==> src/rtl/pio_pkg.sv <==
package pio_pkg;

    localparam int PORT_W    = 8;
    localparam int HALF_W    = PORT_W / 2;
    localparam int NPORT     = 3;
    localparam int NREG      = 4;
    localparam int BIT_IDX_W = $clog2(PORT_W);

    typedef enum logic [1:0] {
        SEL_A    = 2'd0,
        SEL_B    = 2'd1,
        SEL_C    = 2'd2,
        SEL_CTRL = 2'd3
    } reg_sel_e;

    // Field order matches the configuration word bits 6..0.
    typedef struct packed {
        logic [1:0] a_mode;
        logic       a_in;
        logic       cu_in;
        logic       b_mode;
        logic       b_in;
        logic       cl_in;
    } port_cfg_t;

    typedef struct packed {
        logic                 en;
        logic [BIT_IDX_W-1:0] idx;
        logic                 val;
    } bit_cmd_t;

    localparam logic [7:0] CFG_RESET_WORD = 8'h9B;

    function automatic port_cfg_t cfg_from_word(input logic [7:0] w);
        port_cfg_t c;
        c.a_mode = w[6:5];
        c.a_in   = w[4];
        c.cu_in  = w[3];
        c.b_mode = w[2];
        c.b_in   = w[1];
        c.cl_in  = w[0];
        return c;
    endfunction

    function automatic logic [7:0] cfg_to_word(input port_cfg_t c);
        return {1'b1, c};
    endfunction

    function automatic logic [PORT_W-1:0] group_oe(input logic is_in);
        return {PORT_W{~is_in}};
    endfunction

endpackage

==> src/rtl/pio_bus_if.sv <==
module pio_bus_if
    import pio_pkg::*;
(
    input  logic            clk,
    input  logic            rst,
    input  logic            cs_n,
    input  logic            wr_n,
    input  logic [1:0]      addr,
    output logic [NREG-1:0] reg_stb
);

    logic wr_n_q;
    logic commit;

    always_ff @(posedge clk) begin
        if (rst) begin
            wr_n_q <= 1'b1;
        end else begin
            wr_n_q <= wr_n;
        end
    end

    // Rising write strobe seen while the block is selected
    assign commit = !cs_n && wr_n && !wr_n_q;

    for (genvar g = 0; g < NREG; g++) begin : g_stb
        assign reg_stb[g] = commit && (addr == 2'(g));
    end

endmodule

==> src/rtl/pio_ctrl_reg.sv <==
module pio_ctrl_reg
    import pio_pkg::*;
(
    input  logic        clk,
    input  logic        rst,
    input  logic        stb,
    input  logic [7:0]  wdata,
    output port_cfg_t   cfg,
    output logic        mode_wr,
    output bit_cmd_t    bcmd
);

    assign mode_wr  = stb &&  wdata[7];
    assign bcmd.en  = stb && !wdata[7];
    assign bcmd.idx = wdata[BIT_IDX_W:1];
    assign bcmd.val = wdata[0];

    always_ff @(posedge clk) begin
        if (rst) begin
            cfg <= cfg_from_word(CFG_RESET_WORD);
        end else if (mode_wr) begin
            cfg <= cfg_from_word(wdata);
        end
    end

endmodule

==> src/rtl/pio_out_reg.sv <==
module pio_out_reg
    import pio_pkg::*;
#(
    parameter int W       = 8,
    parameter bit BIT_OPS = 1'b0
) (
    input  logic         clk,
    input  logic         rst,
    input  logic         clr,
    input  logic         ld,
    input  logic [W-1:0] d,
    input  bit_cmd_t     bcmd,
    output logic [W-1:0] q
);

    always_ff @(posedge clk) begin
        if (rst) begin
            q <= '0;
        end else if (clr) begin
            q <= '0;
        end else if (ld) begin
            q <= d;
        end else if (BIT_OPS && bcmd.en) begin
            q[bcmd.idx] <= bcmd.val;
        end
    end

endmodule

==> src/rtl/pio_in_sync.sv <==
module pio_in_sync #(
    parameter int W      = 8,
    parameter int STAGES = 1
) (
    input  logic         clk,
    input  logic         rst,
    input  logic [W-1:0] pins,
    output logic [W-1:0] q
);

    logic [STAGES-1:0][W-1:0] stg;

    always_ff @(posedge clk) begin
        if (rst) begin
            stg <= '0;
        end else begin
            stg[0] <= pins;
            for (int s = 1; s < STAGES; s++) begin
                stg[s] <= stg[s-1];
            end
        end
    end

    assign q = stg[STAGES-1];

endmodule

==> src/rtl/pio_top.sv <==
module pio_top
    import pio_pkg::*;
#(
    parameter int SAMPLE_STAGES = 1
) (
    input  logic       clk,
    input  logic       rst,
    input  logic       cs_n,
    input  logic       rd_n,
    input  logic       wr_n,
    input  logic [1:0] addr,
    input  logic [7:0] wdata,
    output logic [7:0] rdata,
    input  logic [7:0] pa_in,
    output logic [7:0] pa_out,
    output logic [7:0] pa_oe,
    input  logic [7:0] pb_in,
    output logic [7:0] pb_out,
    output logic [7:0] pb_oe,
    input  logic [7:0] pc_in,
    output logic [7:0] pc_out,
    output logic [7:0] pc_oe
);

    logic [NREG-1:0]   reg_stb;
    port_cfg_t         cfg;
    logic              mode_wr;
    bit_cmd_t          bcmd;

    logic [PORT_W-1:0] pins_in  [NPORT];
    logic [PORT_W-1:0] pins_out [NPORT];
    logic [PORT_W-1:0] oe_v     [NPORT];
    logic [PORT_W-1:0] samp     [NPORT];
    logic [PORT_W-1:0] view     [NPORT];

    pio_bus_if u_bus (
        .clk     (clk),
        .rst     (rst),
        .cs_n    (cs_n),
        .wr_n    (wr_n),
        .addr    (addr),
        .reg_stb (reg_stb)
    );

    pio_ctrl_reg u_ctrl (
        .clk     (clk),
        .rst     (rst),
        .stb     (reg_stb[SEL_CTRL]),
        .wdata   (wdata),
        .cfg     (cfg),
        .mode_wr (mode_wr),
        .bcmd    (bcmd)
    );

    assign pins_in[SEL_A] = pa_in;
    assign pins_in[SEL_B] = pb_in;
    assign pins_in[SEL_C] = pc_in;

    assign oe_v[SEL_A] = group_oe(cfg.a_in);
    assign oe_v[SEL_B] = group_oe(cfg.b_in);
    assign oe_v[SEL_C] = {group_oe(cfg.cu_in)[HALF_W-1:0], group_oe(cfg.cl_in)[HALF_W-1:0]};

    for (genvar p = 0; p < NPORT; p++) begin : g_port
        pio_in_sync #(
            .W      (PORT_W),
            .STAGES (SAMPLE_STAGES)
        ) u_in (
            .clk  (clk),
            .rst  (rst),
            .pins (pins_in[p]),
            .q    (samp[p])
        );

        pio_out_reg #(
            .W       (PORT_W),
            .BIT_OPS ((p == int'(SEL_C)) ? 1'b1 : 1'b0)
        ) u_out (
            .clk  (clk),
            .rst  (rst),
            .clr  (mode_wr),
            .ld   (reg_stb[p]),
            .d    (wdata),
            .bcmd (bcmd),
            .q    (pins_out[p])
        );

        // Per-bit merge: driven bits read the register, others read the pins
        assign view[p] = (pins_out[p] & oe_v[p]) | (samp[p] & ~oe_v[p]);
    end

    assign pa_out = pins_out[SEL_A];
    assign pb_out = pins_out[SEL_B];
    assign pc_out = pins_out[SEL_C];
    assign pa_oe  = oe_v[SEL_A];
    assign pb_oe  = oe_v[SEL_B];
    assign pc_oe  = oe_v[SEL_C];

    always_comb begin
        rdata = '0;
        if (!cs_n && !rd_n) begin
            case (reg_sel_e'(addr))
                SEL_A:    rdata = view[SEL_A];
                SEL_B:    rdata = view[SEL_B];
                SEL_C:    rdata = view[SEL_C];
                default:  rdata = cfg_to_word(cfg);
            endcase
        end
    end

endmodule

==> config.mk <==
export PLATFORM = sky130hd
export DESIGN_NAME = pio_top
export DESIGN_NICKNAME = d
export VERILOG_FILES = /design/src/rtl/pio_pkg.sv /design/src/rtl/pio_bus_if.sv /design/src/rtl/pio_ctrl_reg.sv /design/src/rtl/pio_out_reg.sv /design/src/rtl/pio_in_sync.sv /design/src/rtl/pio_top.sv
export SDC_FILE = /design/constraint.sdc
export NUM_CORES = 1
export LEC_CHECK = 0
export BUFFER_PORTS_ARGS = -buffer_cell sky130_fd_sc_hd__buf_2
export CAP_MARGIN = 20
export CELL_PAD_IN_SITES_DETAIL_PLACEMENT = 2
export CELL_PAD_IN_SITES_GLOBAL_PLACEMENT = 2
export CORE_UTILIZATION = 29
export DETAILED_ROUTE_END_ITERATION = 6
export GPL_ROUTABILITY_DRIVEN = 0
export PLACE_DENSITY = 0.83
export SLEW_MARGIN = 40
export SYNTH_ARGS = -nofsm -noshare
export SYNTH_HDL_FRONTEND = slang
export SYNTH_SLANG_ARGS = --single-unit
==> constraint.sdc <==
create_clock -name clk -period 1.9 [get_ports clk]
set_input_delay 0.19 -clock clk [delete_from_list [all_inputs] [get_ports clk]]
set_output_delay 0.19 -clock clk [all_outputs]
set_load 0.01 [all_outputs]
==> results.tsv, run 1 <==
metric	value	unit
syn_nets	321	
areaGrowthSynthToFinish	20.1	%
initialDrtViolationCount	81	
avgViaCountPerCell	5.06	
clock-skew-final	0.00544	ns
drive_gt1_frac	0.362	
diodes	0	
syn_area_per_cell	9.41	um2
seq_area	1130	um2
root_buffer	clkbuf_8	
clk_path_buf_depth	2	
yosys.cell_types.count	35	
start_util	0.301	
wirelength	8480	um
grt_pass1_vias	2488	
die-area	9530	um2
die_h	97.6	um
setup_tns	0	ns
drcViolationCount	16	
synth-async-reset-ratio	0	
syn_area	2650	um2
core_area	8810	um2
grt_pass1_wl	13400	um
dp_hpwl	6570	um
syn_inst	282	
ff2ff_setup_slack	0.07	ns
nets	389	
final_antenna_net_count	0	
numCtsBuffers	5	
fin_crit_sh	0.967	
status	finished, violations left	
die_w	97.6	um
wire_per_inst	18.5	um
grt_start_max_net_pins	33	
timing.final.ws_setup	0.0622	ns
ys_warn_count	0	
tightest_slew	0.485	ns
critPathCaptureType	output port	
clock_latency	0.31	ns
synth_top_area_frac	0.423	
crit_path_max_fanout	8	
clk_pin_slew	0.10	ns
io_pins	95	
hold_class	input port to flip-flop	
violations	design-rule violations	
slew_viol_final	0	
pre_cts_ws	0.0775	ns
worstPathArrival	1.65	ns
maxCapViolations	0	
leakage	0.00162	uW
slew_headroom	0.677	
via_count	2321	
firstDrtPassIters	6	
ys_top_cells_by_area	dfxtp_1, mux2i_1, buf_4, nor2b_1, nor2_1	
vdd_drop_max	0.000265	V
io_buffers	94	
cts_tree	done	
synth_edf_count	0	
rsz0062_at_grt	yes	
gr-usage-all-layers	0.184	
synthFlopType	dfxtp_1	
clock.fmax	544	MHz
clock-sinks	56	
layout_commonest_cell	buf_2	
multiInputGateArea	1240	um2
power.density	677	nW/um2
start_kind	flip-flop	
worstSetupPathType	flip-flop to output port	
antenna_found_initial	0	
fin_crit	1.84	ns
fill_cells	1023	
yosysSeqAreaShare	0.423	
layout_common_cells	buf_2, dfxtp_1, mux2i_1, nor2_1, nor2b_1	
gr-total-overflow	0	
hold_viol_final	0	
cp.required	1.71	ns
fp-row-count	34	
netlist.top_cell.by_area	dfxtp_1	
ys_seq_elements	56	
finalSetupViolCount	0	
post-route-util	0.362	
h-tree-depth	2	
-- cells by family (layout without fill, tap and decap cells) --
| family | after synthesis | after routing | share of synthesized area |
|---|---|---|---|
| buffers and inverters | 53 | 122 | 0.112 |
| AOI/OAI and AO/OA | 32 | 32 | 0.0906 |
| DFF | 56 | 56 | 0.423 |
| muxes | 43 | 43 | 0.182 |
| and+or+nand+nor | 98 | 98 | 0.193 |
-- registers in the layout (all words and copies together), names as in the netlist --
name,count
g_port.u_in.q,24
g_port.u_out.q,24
u_bus.wr_n_q,1
u_ctrl.cfg,7
-- worst paths after layout --
kind	end	depth (start not counted)	from
setup reg to reg	g_port[0].u_out.q[5]	4	u_bus.wr_n_q
hold reg to reg	u_ctrl.cfg[6]	2	u_ctrl.cfg[6]
hold / removal	g_port[0].u_in.q[0]	2	pa_in[0]
setup / recovery	rdata[3]	5	u_ctrl.cfg[1]
-- timing repair --
| action | 4_1_cts | 5_1_grt |
|---|---|---|
| setup endpoints to repair | 8 | 5 |
| gates resized for setup | 4 | 3 |
| cloned | 0 | 0 |
| buffers inserted | 0 | 0 |
| hold buffers | 0 | 0 |
| endpoints found under the hold margin | 0 | 0 |
-- synth_stat cells (5+ instances only) --
| cell | number |
|---|---|
| buf_4 | 22 |
| nor4_1 | 5 |
| buf_2 | 7 |
| mux2i_1 | 38 |
| nor2b_1 | 26 |
| a211o_1 | 6 |
| clkbuf_1 | 10 |
| nand2b_1 | 5 |
| inv_1 | 11 |
| a211oi_1 | 11 |
| nor2_1 | 38 |
| dfxtp_1 | 56 |
| nor3_1 | 7 |
-- power by group --
| part | leakage [uW] | switching [uW] | internal (uW) | total [uW] |
|---|---|---|---|---|
| registers | 0.000458 | 15.5 | 1210 | 1220 |
| clock network | 0.0000434 | 396 | 296 | 692 |
| logic | 0.00111 | 137 | 107 | 243 |
| total | 0.00162 | 549 | 1610 | 2160 |
-- per-layer routing --
metal / GRT usage / wire length [um] / vias up / share of wire
met5: 0 / 0 / - / 0
met4: 0.0361 / 77 / 0 / 0.0091
met3: 0.0388 / 431 / 8 / 0.051
met2: 0.332 / 4250 / 78 / 0.50
met1: 0.226 / 3720 / 1152 / 0.44
li1: - / - / 1083 / -
-- stage by stage --
step	instances	cell area (um2)	hold slack [ns]	power (uW)
finish	459	3190	0.0781	2160
global route	459	3190	0.0683	2270
CTS	459	3180	0.0734	2180
detailed placement	451	3070	0.408	1490
global placement	451	3070	0.396	1480
floorplan	282	2650	0.262	1390
-- worst max-delay path: stages, from the launching register on --
cell and delay (ns):
dfxtp_1 0.32, buf_6 0.14, mux2i_2 0.17, mux4_2 0.49, nor2_2 0.08, buf_2 0.13
-- final cells by class --
type                            instances  share of cell area
Inverter                               11              0.0130
Tap cell                              108              0.0424
Clock buffer                            6              0.0259
Multi-Input combinational cell        173               0.391
Sequential cell                        56               0.353
Clock inverter                          2             0.00471
Timing Repair Buffer                  103               0.170
Note: power is estimated with default switching activity, not from simulation.
==> run 2: changes to the inputs <==
- CORE_MARGIN: unset -> 4
==> run 2 against run 1 <==
  * The flow now finishes without violations
  * Global-route usage is 1.9 points lower
  * Sequential share of layout area is 0.12 points higher
  * Worst setup slack worse by 0.017 ns
  * Die area is 13% higher
  * Worst hold slack better by 0.0058 ns
  * Clock-buffer cell count stayed put
  * Utilization is 0.11 points higher
  * Largest power group unchanged
==> results.tsv, run 2 (synthesized netlist as in run 1, its figures left out) <==
metric	value	unit	change
clock_latency	0.31	ns	about the same
fin_crit	1.85	ns	+0.0171 ns
start_kind	flip-flop		
nets	389		unchanged
gr-total-overflow	0		unchanged
clk_path_buf_depth	2		unchanged
numCtsBuffers	5		unchanged
worstSetupPathType	flip-flop to output port		
die_h	104	um	+6.1%
layout_commonest_cell	buf_2		
vdd_drop_max	0.000282	V	+6.4%
grt_start_max_net_pins	33		unchanged
drive_gt1_frac	0.373		+0.0114
setup_tns	0	ns	unchanged
die_w	104	um	+6.1%
post-route-util	0.363		+0.00114
initialDrtViolationCount	91		+12%
grt_pass1_vias	2509		+0.84%
worstPathArrival	1.66	ns	about the same
clk_pin_slew	0.10	ns	about the same
firstDrtPassIters	4		-2
via_count	2262		-2.5%
fill_cells	982		-4.0%
worstHoldEndpoint	g_port[2].u_in.q[6]		
critPathCaptureType	output port		
status	finished clean		
postCtsHoldBufs	0		unchanged
layout_common_cells	buf_2, dfxtp_1, nor2_1		
clock.fmax	539	MHz	-0.92%
tightest_slew	0.565	ns	+0.0800 ns
fin_crit_sh	0.976		+0.00899
hold_start	pc_in[6]		
diodes	0		unchanged
areaGrowthSynthToFinish	20.5	%	
cts_tree	done		
io_buffers	94		unchanged
start_util	0.301		unchanged
core_area	8810	um2	unchanged
cp.required	1.71	ns	about the same
avgViaCountPerCell	4.93		-2.5%
antenna_found_initial	0		unchanged
root_buffer	clkbuf_8		
grt_pass1_wl	14100	um	+4.8%
clock-sinks	56		unchanged
die-area	10700	um2	+13%
fp-row-count	34		unchanged
maxCapViolations	0		unchanged
clock-skew-final	0.00599	ns	+0.000550 ns
critPathSlowestCell	mux4_2		
gr-usage-all-layers	0.165		-0.0193
path_cells	mux2i_2, mux4_2, nor2_2, buf_2		
reg.largest.list	g_port.u_in.q (24), g_port.u_out.q (24), u_ctrl.cfg (7)		
reg2reg_to	g_port[0].u_out.q[7]		
h-tree-depth	2		unchanged
slew_viol_final	0		unchanged
holdPathStages	2		unchanged
rr_startpoint	u_bus.wr_n_q		
r2r_cells	4		unchanged
slew_headroom	0.622		-0.0541
fin_total_pwr	2140	uW	-0.67%
hold_viol_final	0		unchanged
wirelength	8800	um	+3.7%
finalSetupViolCount	0		unchanged
drcViolationCount	0		-16
crit_path_max_fanout	8		unchanged
leakage	0.00162	uW	+0.22%
dp_hpwl	6790	um	+3.3%
final_antenna_net_count	0		unchanged
ff2ff_setup_slack	0.10	ns	+0.03 ns
io_pins	95		unchanged
cts_setup_buffers	0		unchanged
wire_per_inst	19.2	um	+3.7%
cpPeakStageDelay	0.49	ns	about the same
power.density	670	nW/um2	-0.98%
hold_class	input port to flip-flop		
## run 2: changes by cell type in the layout (fill, tap and decap cells not counted), sizes merged
cell and delta:
clkinv +2, clkinvlp -2
## run 2: worst max path at each step
stage	from	to	slack, ns	depth (start not counted)
final	u_ctrl.cfg[1]	rdata[3]	0.05	4
after global routing	u_ctrl.cfg[1]	rdata[3]	-0.008	4
after CTS	u_ctrl.cfg[1]	rdata[3]	0.02	5
after detailed placement	u_ctrl.cfg[4]	rdata[6]	0.09	4
after global placement	cs_n	g_port[0].u_out.q[7]	0.16	5
after floorplan	u_bus.wr_n_q	g_port[2].u_out.q[4]	0.36	5
## run 2: worst max-delay path, delay by kind of cell, from the launching register on
family | cells | cell delay (ns)
buf+inv | 1 | 0.14
flops | 1 | 0.42
mux | 2 | 0.68
simple gates | 1 | 0.12
## run 2: power breakdown
| part | internal, uW | switching (uW) |
|---|---|---|
| combinational | 107 | 136 |
| sequential | 1200 | 15.6 |
| clock | 292 | 389 |
| total | 1600 | 541 |
## run 2: repair_timing
action,CTS,global route
pin swaps,0,1
endpoints found under the hold margin,0,0
endpoints found under the setup margin,8,4
resized for setup,5,9
## run 2: layout make-up
class	count	area [um2]	area share
repair buffers	103	538	0.168
flip-flops and latches	56	1130	0.355
well taps	108	135	0.0423
clock inverters	2	10.0	0.00313
clock buffers	6	82.6	0.0258
inverters	11	41.3	0.0129
multi-input cells	173	1260	0.393
## run 2: metal layers
metal | routed length (um) | global-route usage
met2 | 4450 | 0.295
met4 | 42 | 0.0342
met1 | 3910 | 0.205
met5 | 0 | 0
met3 | 392 | 0.0342
## run 2: stage by stage
stage / area [um2] / instances / setup WS [ns] / hold WS, ns
CTS: 3180 / 460 / 0.0157 / 0.0781
global route: 3200 / 459 / -0.00781 / 0.0792
detailed placement: 3080 / 452 / 0.0872 / 0.405
floorplan: 2650 / 282 / 0.360 / 0.262
finish: 3200 / 459 / 0.0451 / 0.0838
global placement: 3080 / 452 / 0.162 / 0.397
